### src/rtl/lane_mix_pkg.sv
package lane_mix_pkg;

  typedef enum logic [3:0] {
    OP_NARROW_SB = 4'd0,
    OP_NARROW_SW = 4'd1,
    OP_NARROW_UB = 4'd2,
    OP_MIXLO_B   = 4'd4,
    OP_MIXLO_W   = 4'd5,
    OP_MIXLO_D   = 4'd6,
    OP_MIXHI_B   = 4'd8,
    OP_MIXHI_W   = 4'd9,
    OP_MIXHI_D   = 4'd10
  } mixOp_t;

  typedef enum logic [1:0] {
    SEL_NSB = 2'd0,
    SEL_NUB = 2'd1,
    SEL_NSW = 2'd2,
    SEL_MIX = 2'd3
  } resSel_t;

  typedef struct packed {
    logic    load;
    logic    bad;
    resSel_t sel;
    logic    mixHigh;
    logic [1:0] gran;
  } mixStrobe_t;

  function automatic logic [7:0] clampSByte(input logic [15:0] w);
    if (!w[15] && (w[14:7] != 8'h00))      return 8'h7f;
    else if (w[15] && (w[14:7] != 8'hff))  return 8'h80;
    else                                   return w[7:0];
  endfunction

  function automatic logic [7:0] clampUByte(input logic [15:0] w);
    if (w[15])                 return 8'h00;
    else if (w[14:8] != 7'h0)  return 8'hff;
    else                       return w[7:0];
  endfunction

  function automatic logic [15:0] clampSWord(input logic [31:0] d);
    if (!d[31] && (d[30:15] != 16'h0000))     return 16'h7fff;
    else if (d[31] && (d[30:15] != 16'hffff)) return 16'h8000;
    else                                      return d[15:0];
  endfunction

endpackage

### src/rtl/lane_mix_ctrl.sv
module lane_mix_ctrl
  import lane_mix_pkg::*;
(
  input  logic       clk,
  input  logic       rst,
  input  logic       inValid,
  input  logic [3:0] opCode,
  output mixStrobe_t stb,
  output logic       outValid
);

  always_comb begin
    stb         = '0;
    stb.load    = inValid;
    stb.sel     = SEL_MIX;
    case (opCode)
      OP_NARROW_SB: stb.sel = SEL_NSB;
      OP_NARROW_SW: stb.sel = SEL_NSW;
      OP_NARROW_UB: stb.sel = SEL_NUB;
      OP_MIXLO_B:   stb.gran = 2'd0;
      OP_MIXLO_W:   stb.gran = 2'd1;
      OP_MIXLO_D:   stb.gran = 2'd2;
      OP_MIXHI_B: begin stb.gran = 2'd0; stb.mixHigh = 1'b1; end
      OP_MIXHI_W: begin stb.gran = 2'd1; stb.mixHigh = 1'b1; end
      OP_MIXHI_D: begin stb.gran = 2'd2; stb.mixHigh = 1'b1; end
      default:      stb.bad = 1'b1;
    endcase
  end

  always_ff @(posedge clk) begin
    if (rst) outValid <= 1'b0;
    else     outValid <= inValid;
  end


  valid_follow_chk: assert property (@(posedge clk) disable iff (rst)
    inValid |=> outValid);


  valid_idle_chk: assert property (@(posedge clk) disable iff (rst)
    !inValid |=> !outValid);

endmodule

### src/rtl/lane_mix_dp.sv
module lane_mix_dp
  import lane_mix_pkg::*;
#(
  parameter int DATA_W = 64
) (
  input  logic              clk,
  input  logic              rst,
  input  mixStrobe_t        stb,
  input  logic [DATA_W-1:0] opA,
  input  logic [DATA_W-1:0] opB,
  output logic [DATA_W-1:0] outData,
  output logic              outErr
);

  localparam int HALF_W  = DATA_W / 2;
  localparam int N_WORD  = DATA_W / 16;
  localparam int N_DWORD = DATA_W / 32;
  localparam int N_GRAN  = 3;

  wire [DATA_W-1:0] nsb;
  wire [DATA_W-1:0] nub;
  wire [DATA_W-1:0] nsw;
  wire [DATA_W-1:0] mixLo [N_GRAN];
  wire [DATA_W-1:0] mixHi [N_GRAN];
  logic [DATA_W-1:0] result;

  for (genvar i = 0; i < N_WORD; i++) begin : g_word
    assign nsb[i*8 +: 8]          = clampSByte(opA[i*16 +: 16]);
    assign nsb[HALF_W+i*8 +: 8]   = clampSByte(opB[i*16 +: 16]);
    assign nub[i*8 +: 8]          = clampUByte(opA[i*16 +: 16]);
    assign nub[HALF_W+i*8 +: 8]   = clampUByte(opB[i*16 +: 16]);
  end

  for (genvar i = 0; i < N_DWORD; i++) begin : g_dword
    assign nsw[i*16 +: 16]        = clampSWord(opA[i*32 +: 32]);
    assign nsw[HALF_W+i*16 +: 16] = clampSWord(opB[i*32 +: 32]);
  end

  for (genvar g = 0; g < N_GRAN; g++) begin : g_gran
    localparam int EW = 8 << g;
    localparam int NE = HALF_W / EW;
    for (genvar k = 0; k < NE; k++) begin : g_elem
      assign mixLo[g][(2*k)*EW +: EW]   = opA[k*EW +: EW];
      assign mixLo[g][(2*k+1)*EW +: EW] = opB[k*EW +: EW];
      assign mixHi[g][(2*k)*EW +: EW]   = opA[(NE+k)*EW +: EW];
      assign mixHi[g][(2*k+1)*EW +: EW] = opB[(NE+k)*EW +: EW];
    end
  end

  always_comb begin
    result = '0;
    case (stb.sel)
      SEL_NSB: result = nsb;
      SEL_NUB: result = nub;
      SEL_NSW: result = nsw;
      default: begin
        case (stb.gran)
          2'd0:    result = stb.mixHigh ? mixHi[0] : mixLo[0];
          2'd1:    result = stb.mixHigh ? mixHi[1] : mixLo[1];
          2'd2:    result = stb.mixHigh ? mixHi[2] : mixLo[2];
          default: result = '0;
        endcase
      end
    endcase
  end

  always_ff @(posedge clk) begin
    if (rst) begin
      outData <= '0;
      outErr  <= 1'b0;
    end else if (stb.load) begin
      outData <= stb.bad ? '0 : result;
      outErr  <= stb.bad;
    end
  end


  err_zero_chk: assert property (@(posedge clk) disable iff (rst)
    outErr |-> (outData == '0));


  hold_data_chk: assert property (@(posedge clk) disable iff (rst)
    !stb.load |=> ($stable(outData) && $stable(outErr)));


  mix_lo_byte_chk: assert property (@(posedge clk) disable iff (rst)
    (stb.load && !stb.bad && stb.sel == SEL_MIX && !stb.mixHigh && stb.gran == 2'd0)
      |=> (outData[15:8] == $past(opB[7:0]) && outData[7:0] == $past(opA[7:0])));

endmodule

### src/rtl/lane_mix_unit.sv
module lane_mix_unit
  import lane_mix_pkg::*;
#(
  parameter int DATA_W = 64
) (
  input  logic              clk,
  input  logic              rst,
  input  logic              inValid,
  input  logic [3:0]        opCode,
  input  logic [DATA_W-1:0] opA,
  input  logic [DATA_W-1:0] opB,
  output logic              outValid,
  output logic [DATA_W-1:0] outData,
  output logic              outErr
);

  mixStrobe_t stb;

  lane_mix_ctrl i_ctrl (
    .clk      (clk),
    .rst      (rst),
    .inValid  (inValid),
    .opCode   (opCode),
    .stb      (stb),
    .outValid (outValid)
  );

  lane_mix_dp #(.DATA_W(DATA_W)) i_dp (
    .clk     (clk),
    .rst     (rst),
    .stb     (stb),
    .opA     (opA),
    .opB     (opB),
    .outData (outData),
    .outErr  (outErr)
  );

endmodule

### config.mk
export PLATFORM = sky130hd
export DESIGN_NAME = lane_mix_unit
export DESIGN_NICKNAME = d
export VERILOG_FILES = /design/src/rtl/lane_mix_pkg.sv /design/src/rtl/lane_mix_ctrl.sv /design/src/rtl/lane_mix_dp.sv /design/src/rtl/lane_mix_unit.sv
export SDC_FILE = /design/constraint.sdc
export NUM_CORES = 1
export LEC_CHECK = 0
export ABC_AREA = 1
export BUFFER_PORTS_ARGS = -buffer_cell sky130_fd_sc_hd__buf_2
export CAP_MARGIN = 10
export CORE_UTILIZATION = 34
export DETAILED_ROUTE_END_ITERATION = 10
export PLACE_DENSITY = 0.53
export SYNTH_ARGS = -nofsm -noshare
export SYNTH_HDL_FRONTEND = slang
export SYNTH_SLANG_ARGS = --single-unit
### constraint.sdc
create_clock -name clk -period 1.7 [get_ports clk]
set_clock_uncertainty 0.2 [all_clocks]
set_input_delay 0.085 -clock clk [delete_from_list [all_inputs] [get_ports clk]]
set_output_delay 0.085 -clock clk [all_outputs]
set_load 0.05 [all_outputs]
==> results.yml <==
sta:
  fin_hold_ws_ns: 0.004230
  tightest_slew_ns: 0.4812
  period_share_pct: 94.22
  setup_viol: 0
  hold_viol: 0
  min_period_ns: 1.602
  rsz0062_at_grt: "false"
  maxSlewHeadroom_pct: 67.80
  drv_slew: 0
  fmaxAchievable_mhz: 624.3
critical_path:
  crit_fanout: 12
  end_kind: "flip-flop"
  critical_path_class: "in -> reg"
  cp.required_ns: 1.76
  crit_path_start_kind: "input pin"
  r2r_cells: 5
  arrival_ns: 1.66
clock_tree:
  clkLatencyLatePin_ns: 0.36
  post_cts_buffers: 0
  numCtsBuffers: 9
  clockBufferDepth: 2
  cts_sinks: 66
  cts_tree: "done"
  cts_root_buf: "clkbuf_16"
  clkTransAtPathRegs_ns: 0.06
  htreeDepth: 3
global_route:
  grt_pass1_wl_um: 56070
  grt_usage_pct: 30.31
  overflow: 0
  grt_pass1_vias: 9993
  antenna_found_initial: 0
  grt_max_degree: 66
logic_synthesis:
  synthSimpleGateAreaFrac_pct: 60.85
  synth_top_family_by_area: "simple AND/OR/NAND/NOR gates"
  syn-instance-count: 1663
  ys_ff_latch: 66
  synth_area_per_cell_um2: 4.766
  synth_nets: 1798
  yosysSeqAreaShare_pct: 16.67
  synth_compound_area_share_pct: 11.93
  ys_warn_count: 0
  synthMuxAreaShare_pct: 0
  syn-cell-area_mm2: 0.007926
  synth_fa_ha_area_share_pct: 0
  synth_cell_type_count: 24
  synthXorXnorAreaFrac_pct: 0
status:
  outcome: "finished clean"
layout:
  nNetsFinal: 2038
  drive_above_1_share_pct: 18.29
  finalNonFillerCells: 2221
  num_antenna_cells: 0
  design_area_mm2: 0.01052
  fin_util_pct: 46.20
  fillCellCount: 2622
  final_common_cell: "nand2_1"
  area_growth_pct: 32.77
  layout_common_cells: "880 x nand2_1, 198 x buf_2, 163 x nand3_1, 139 x a21oi_1, 126 x inv_1"
placement:
  place_area_mm2: 0.01001
  hpwl_um: 28310
  place_congestion: 0.9752
  io_buffers: 200
  dp.cells: 2193
job:
  cap_viol_max_count: 0
power:
  report.power.total_mw: 6.160
  worst_ir_drop_vdd_mv: 0.4273
  leakagePower_nw: 5.514
  power_density_mw_per_mm2: 585.3
routing:
  routedWlPerCell_um: 16.44
  vias_per_cell: 5.050
  vias: 11220
  drt_iter0_drc: 1113
  drtAntennaViolNets: 0
  drtPass1Iterations: 8
  drc: 0
  totalWireLength_um: 36520
worst_hold_path:
  hold_path_class: "in -> reg"
  worstHoldPathCells: 7
floorplanning:
  core_mm2: 0.02278
  start_util_pct: 34.80
  die_area_mm2: 0.02393
  rows: 55
  dieWidth_um: 154.7
  die_y_um: 154.7
  io_pins: 201
-- state kept, by name, indices dropped and copies added, names as in the netlist --
| register | cells |
|---|---|
| i_ctrl.outValid | 1 |
| i_dp.outData | 64 |
| i_dp.outErr | 1 |
-- cell usage after synthesis, drive strengths merged --
cell / n / area share, %
inv: 130 / 6.2
nor3: 7 / 0.44
buf: 39 / 2.6
o21a: 1 / 0.095
nand3b: 1 / 0.095
nand3: 164 / 10
clkbuf: 37 / 1.8
nand4: 3 / 0.24
dfxtp: 66 / 17
nor2: 138 / 7.3
o21ai: 38 / 2.4
o2111ai: 1 / 0.11
nand2: 894 / 42
a21oi: 144 / 9.3
-- cell type report --
class                   count  area, um^2  share of cell area (%)
multi-input cells        1391        5839                   55.49
repair buffers            305        2187                   20.78
flip-flops and latches     66        1321                   12.56
inverters                 130       488.0                   4.637
well taps                 313       391.6                   3.721
clock buffers              11       242.7                   2.307
clock inverters             5       53.80                  0.5112
-- cells by family (layout without fill, tap and decap cells) --
family,after synthesis,after routing
simple gates,1207,1207
buf+inv,206,451
compound gates,184,184
flops,66,66
-- routing by layer --
metal	routed length [um]	GRT usage [%]
met1	16570	42.46
met2	16100	47.40
met3	2924	4.427
met4	933	9.807
met5	0	0
-- stage by stage --
step | worst slack [ns] | TNS (ns)
2_1_floorplan | 0.2801 | 0
4_1_cts | 0.01009 | 0
6_report | 0.09822 | 0
5_1_grt | 0.01231 | 0
3_5_place_dp | -0.2192 | -5.492
3_3_place_gp | -0.1892 | -4.057
-- power breakdown --
group / switching, mW / leakage [nW] / internal, mW
clock network: 0.830 / 0.149 / 1.17
logic: 1.65 / 4.83 / 0.818
registers: 0.0502 / 0.539 / 1.64
total: 2.53 / 5.51 / 3.63
-- worst max-delay path: stages --
cell and delay (ns):
dlygate4sd3_1 0.52, buf_2 0.30, nor2_1 0.09, dlygate4sd3_1 0.57
nand2_1 0.07, inv_1 0.03
-- worst paths after layout --
| check | from | endpoint | slack [ns] |
|---|---|---|---|
| setup / recovery | rst | i_dp.outErr | 0.1 |
| hold / removal | opB[28] | i_dp.outData[60] | 0.004 |
| setup reg to reg | i_dp.outErr | i_dp.outErr | 0.31 |
| hold reg to reg | i_dp.outData[7] | i_dp.outData[7] | 0.26 |
-- what timing repair did --
item | CTS | global route
resized for setup | 0 | 23
setup endpoints to repair | 0 | 18
hold endpoints to repair | 17 | 0
hold buffers | 13 | 0
Power figures use the tool's default switching activity.
